File: src/rtl/pms_pkg.sv
package pms_pkg;
  localparam int PMS_CH_W = 8;
  localparam int PMS_NCH  = 3;
  localparam int PMS_RGB_W = PMS_CH_W * PMS_NCH;

  typedef struct packed {
    logic [PMS_CH_W-1:0] red;
    logic [PMS_CH_W-1:0] grn;
    logic [PMS_CH_W-1:0] blu;
  } pms_rgb_t;
endpackage

File: src/rtl/pms_classify.sv
module pms_classify
  import pms_pkg::*;
#(
  parameter int WORD_W = 32,
  parameter int TAG_W = 8,
  parameter logic [TAG_W-1:0] TAG_DIRECT = 8'h03
) (
  input  logic [WORD_W-1:0] ctrl_word,
  input  logic [WORD_W-1:0] direct_word,
  output logic              is_direct,
  output pms_rgb_t          direct_rgb
);
  localparam int TAG_LSB = WORD_W - TAG_W;

  assign is_direct = (ctrl_word[WORD_W-1:TAG_LSB] == TAG_DIRECT);

  // Direct word layout below the ignored top byte: blue, green, red.
  always_comb begin
    direct_rgb.blu = direct_word[3*PMS_CH_W-1:2*PMS_CH_W];
    direct_rgb.grn = direct_word[2*PMS_CH_W-1:PMS_CH_W];
    direct_rgb.red = direct_word[PMS_CH_W-1:0];
  end
endmodule

File: src/rtl/pms_stage.sv
module pms_stage
  import pms_pkg::*;
(
  input  logic     clk,
  input  logic     rst_n,
  input  logic     load,
  input  logic     d_valid,
  input  logic     d_direct,
  input  logic     d_bgr,
  input  pms_rgb_t d_rgb,
  output logic     q_valid,
  output logic     q_direct,
  output logic     q_bgr,
  output pms_rgb_t q_rgb
);
  always_ff @(posedge clk) begin
    if (!rst_n) begin
      q_valid <= 1'b0;
    end else if (load) begin
      q_valid <= d_valid;
    end
  end

  always_ff @(posedge clk) begin
    if (load) begin
      q_direct <= d_direct;
      q_bgr    <= d_bgr;
      q_rgb    <= d_rgb;
    end
  end
endmodule

File: src/rtl/pms_pack.sv
module pms_pack
  import pms_pkg::*;
(
  input  pms_rgb_t               color,
  input  logic                   bgr,
  output logic [PMS_RGB_W-1:0]   packed_rgb
);
  logic [PMS_NCH-1:0][PMS_CH_W-1:0] chan;
  assign chan = color;

  for (genvar g = 0; g < PMS_NCH; g++) begin : g_slot
    assign packed_rgb[g*PMS_CH_W +: PMS_CH_W] = bgr ? chan[PMS_NCH-1-g] : chan[g];
  end
endmodule

File: src/rtl/pix_mix_sel.sv
module pix_mix_sel
  import pms_pkg::*;
#(
  parameter int IDX_W = 8,
  parameter int WORD_W = 32,
  parameter int TAG_W = 8,
  parameter logic [TAG_W-1:0] TAG_DIRECT = 8'h03
) (
  input  logic                 clk,
  input  logic                 rst_n,
  input  logic                 in_valid,
  output logic                 in_ready,
  input  logic [IDX_W-1:0]     in_index,
  input  logic [WORD_W-1:0]    in_direct,
  input  logic [WORD_W-1:0]    in_ctrl,
  input  logic                 in_bgr,
  output logic                 pal_rd_en,
  output logic [IDX_W-1:0]     pal_rd_idx,
  input  logic [PMS_RGB_W-1:0] pal_rd_rgb,
  output logic                 out_valid,
  input  logic                 out_ready,
  output logic [PMS_RGB_W-1:0] out_rgb
);
  logic     advance;
  logic     c_direct;
  pms_rgb_t c_rgb;
  logic     s_valid, s_direct, s_bgr;
  pms_rgb_t s_rgb;
  pms_rgb_t pick;

  assign advance    = !s_valid || out_ready;
  assign in_ready   = advance;
  assign pal_rd_en  = in_valid && advance;
  assign pal_rd_idx = in_index;

  pms_classify #(.WORD_W(WORD_W), .TAG_W(TAG_W), .TAG_DIRECT(TAG_DIRECT)) classify_i (
    .ctrl_word(in_ctrl), .direct_word(in_direct),
    .is_direct(c_direct), .direct_rgb(c_rgb)
  );

  pms_stage stage_i (
    .clk(clk), .rst_n(rst_n), .load(advance),
    .d_valid(in_valid), .d_direct(c_direct), .d_bgr(in_bgr), .d_rgb(c_rgb),
    .q_valid(s_valid), .q_direct(s_direct), .q_bgr(s_bgr), .q_rgb(s_rgb)
  );

  assign pick      = s_direct ? s_rgb : pms_rgb_t'(pal_rd_rgb);
  assign out_valid = s_valid;

  pms_pack pack_i (.color(pick), .bgr(s_bgr), .packed_rgb(out_rgb));

  assert_hold_R6: assert property (@(posedge clk) disable iff (!rst_n)
    out_valid && !out_ready |=> out_valid && $stable(out_rgb));

  assert_latency_R5: assert property (@(posedge clk) disable iff (!rst_n)
    in_valid && in_ready |=> out_valid);

  assert_no_read_in_stall_R8: assert property (@(posedge clk) disable iff (!rst_n)
    out_valid && !out_ready |-> !pal_rd_en);

  assert_direct_R3: assert property (@(posedge clk) disable iff (!rst_n)
    in_valid && in_ready && in_ctrl[WORD_W-1 -: TAG_W] == TAG_DIRECT && !in_bgr
    |=> out_rgb == {$past(in_direct[7:0]), $past(in_direct[15:8]), $past(in_direct[23:16])});

  assert_palette_R2: assert property (@(posedge clk) disable iff (!rst_n)
    in_valid && in_ready && in_ctrl[WORD_W-1 -: TAG_W] != TAG_DIRECT && !in_bgr
    |=> out_rgb == pal_rd_rgb);
endmodule

File: config.mk
export PLATFORM = sky130hd
export DESIGN_NAME = pix_mix_sel
export DESIGN_NICKNAME = d
export VERILOG_FILES = /design/src/rtl/pms_pkg.sv /design/src/rtl/pms_classify.sv /design/src/rtl/pms_stage.sv /design/src/rtl/pms_pack.sv /design/src/rtl/pix_mix_sel.sv
export SDC_FILE = /design/constraint.sdc
export NUM_CORES = 1
export LEC_CHECK = 0
export BUFFER_PORTS_ARGS = -buffer_cell sky130_fd_sc_hd__buf_2
export CAP_MARGIN = 20
export CORE_MARGIN = 2
export CORE_UTILIZATION = 40
export DETAILED_ROUTE_END_ITERATION = 10
export HOLD_SLACK_MARGIN = 0.05
export PLACE_DENSITY_LB_ADDON = 0.25
export SLEW_MARGIN = 0
export SYNTH_ARGS = -nofsm -noshare
export SYNTH_HDL_FRONTEND = slang
export SYNTH_HIERARCHICAL = 1
export SYNTH_SLANG_ARGS = --single-unit
File: constraint.sdc
create_clock -name clk -period 2.2 [get_ports clk]
set_clock_uncertainty 0.2 [all_clocks]
set_input_delay 0.22 -clock clk [delete_from_list [all_inputs] [get_ports clk]]
set_output_delay 0.22 -clock clk [all_outputs]
set_load 0.005 [all_outputs]
==> out/metrics.yaml <==
route.detailed.wl_per_inst_um: 12.4
final_layout_size_suffix_gt1_share_pct: 69.0
slew_headroom_pct: 82.7
setup_violations: 0
drt_iter0_markers: 40
cts_buffer_depth: 2
cells_taking_the_most_area_after_synthesis: "sky130_fd_sc_hd__edfxtp_1 43%, sky130_fd_sc_hd__mux2_4 25%, sky130_fd_sc_hd__buf_4 17%, sky130_fd_sc_hd__mux2_2 6.3%, sky130_fd_sc_hd__buf_12 3.3%"
clk_slew_on_worst_s_h_paths_ns: 0.09
die_area_mm2: 0.00505
worstSkewPairLatency_ns: 0.26
drc: 0
htree_num_levels: 1
period_minus_slack_ns: 2.07
place.detailed.hpwl_mm: 2.48
grt_use_total_pct: 12.7
most_used_standard_cell_by_instance_count_after_synthesis: "sky130_fd_sc_hd__buf_4"
synth_common_cells: "40 x sky130_fd_sc_hd__buf_4, 30 x sky130_fd_sc_hd__mux2_4, 26 x sky130_fd_sc_hd__edfxtp_1"
cts-buffers-inserted: 3
std_cell_rows: 24
initial_standard_cell_utilization_of_the_core_pct: 41.3
vias_per_cell: 4.45
core_region_area_mm2: 0.00435
gp_routability_congestion: 0.661
finalHoldViolCount: 0
synth_cell_types: 14
number_of_nets_in_the_layout: 302
timing.hold.worst.class: "input port to output port"
top_level_ports: 136
setup_repair_after_global_routing_missed_its_margin: "no"
max_freq_mhz: 484
groute.layer.met2.usage_pct: 24.8
final_util_pct: 52.8
clk_root_buf: "sky130_fd_sc_hd__clkbuf_8"
timing_worst_slew_pin_value_ns: 0.260
synth_area_mm2: 0.00180
synth_sequential_area_ratio_pct: 44.5
dominantRegCellSynth: "sky130_fd_sc_hd__edfxtp_1"
final_antenna_net_count: 0
combined_flip_flop_and_latch_cell_area_um2: 801
antenna_cells: 0
yosys_register_bits: 27
post_cts_resized: 0
busiest_layer: "met2"
hold-worst-slack_ns: 0.240
start_kind: "flip-flop"
totalNegativeSetupSlack_ns: 0
grtUsageMet3_pct: 2.99
nets_in_the_synthesized_netlist: 220
drt-pass1-iter-count: 2
tritoncts_num_sinks: 27
post_synth_inst_count: 119
critical_path_required_ns: 1.78
hold_buffers: 29
worst-path-max-fanout: 14
vdd_ir_drop_max_uv: 315
wirelength_mm: 3.12
postSynth.asyncResetShare_pct: 0
final.period_utilization_pct: 93.9
dominant_cell_type_by_area_after_synthesis: "sky130_fd_sc_hd__edfxtp_1"
post-synth-top-area-fraction_pct: 43.4
synthesis.yosys.warnings: 6
multi_input_area_um2: 616
port-buffer-count: 87
grt_pass1_wl_mm: 5.11
end_kind: "output port"
tritoncts: "yes"
die_span_in_y_um: 71.1
area_grow_syn2layout_pct: 27.7
count_of_flip_flops_with_a_built_in_enable_after_synthesis: 26
antenna_found_initial: 0
critPathKind: "flip-flop to output port"
vias: 1122
report.final.slew_viol_count: 0
die_width_um: 71.1
postSynthAreaPerCell_um2: 15.1
vias_in_the_first_global_route: 1219
global_route.overflow_total: 0
fillerInstances: 394
critPathArrivalTime_ns: 1.65
leakagePower_nw: 1.08
power_density_mw_per_mm2: 508
pin_count_of_the_biggest_net_entering_global_routing: 17
outcome: "complete, no violations"
cap_violations: 0
grt_use_met1_pct: 13.4
postCtsSetupBuffers: 0
area by class of cell:
type	count	area share (%)
multi-input combinational	47	26.8
clock inverter	1	0.218
clock buffer	3	1.80
timing repair buffer	122	33.5
tap	52	2.83
sequential	27	34.8
path summary, 6_finish.rpt:
check	slack, ns	from	to	cells after the start
setup / recovery	0.13	stage_i/q_direct$_DFFE_PP_	out_rgb[22]	4
hold / removal	0.24	in_index[1]	pal_rd_idx[1]	0
setup reg to reg	0.45	stage_i/q_valid$_SDFFE_PN0P_	stage_i/q_valid$_SDFFE_PN0P_	5
hold reg to reg	0.58	stage_i/q_valid$_SDFFE_PN0P_	stage_i/q_rgb[16]$_DFFE_PP_	2
kinds of logic (layout without fill, tap and decap cells):
kind of cell / Yosys count / in the layout / synth area share (%)
buf+inv: 45 / 126 / 21.3
flops: 27 / 27 / 44.5
mux: 41 / 41 / 31.8
simple gates: 6 / 6 / 2.36
metrics by stage:
| step | cells | setup WS (ns) | instance area (um^2) | power (mW) |
|---|---|---|---|---|
| 2_1_floorplan | 119 | 0.502 | 1800 | 0.824 |
| 3_3_place_gp | 219 | 0.444 | 1960 | 0.862 |
| 3_5_place_dp | 219 | 0.431 | 1960 | 0.870 |
| 4_1_cts | 252 | 0.115 | 2300 | 1.19 |
| 5_1_grt | 252 | 0.0689 | 2300 | 1.23 |
| 6_report | 252 | 0.135 | 2300 | 1.17 |
sequential cells by signal, indices dropped and copies added (netlist names):
signal,count
stage_i/q_bgr,1
stage_i/q_valid,1
stage_i/q_direct,1
stage_i/q_rgb,24
layer usage:
metal | share of wire, % | up-vias | wire (um)
met2 | 53 | 60 | 1640
met1 | 38 | 516 | 1190
met4 | 0.38 | 0 | 12
met3 | 8.7 | 2 | 271
met5 | 0 | - | 0
li1 | - | 544 | -
where the power goes:
group / total (mW) / switching [mW] / internal, mW / leakage (nW)
Combinational: 0.284 / 0.0915 / 0.192 / 0.776
Clock: 0.274 / 0.147 / 0.127 / 0.0255
Sequential: 0.610 / 0.00977 / 0.600 / 0.280
Total: 1.17 / 0.248 / 0.919 / 1.08
cells in the final DEF (no fill, tap or decap), drive strengths merged:
| cell | Yosys | routed |
|---|---|---|
| and2 | 1 | 1 |
| buf | 45 | 93 |
| clkbuf | 0 | 3 |
| clkinv | 0 | 1 |
| dfxtp | 1 | 1 |
| dlygate4sd3 | 0 | 29 |
| edfxtp | 26 | 26 |
| mux2 | 40 | 40 |
| mux2i | 1 | 1 |
| nand2 | 1 | 1 |
| nand2b | 1 | 1 |
| nor2b | 1 | 1 |
| nor4 | 1 | 1 |
| or4 | 1 | 1 |
critical path: stages, from the launching register on:
cell and delay, ns:
sky130_fd_sc_hd__edfxtp_1 0.36, sky130_fd_sc_hd__buf_4 0.28, sky130_fd_sc_hd__mux2_4 0.34, sky130_fd_sc_hd__mux2_4 0.27
sky130_fd_sc_hd__buf_2 0.12
Power figures use the tool's default switching activity.
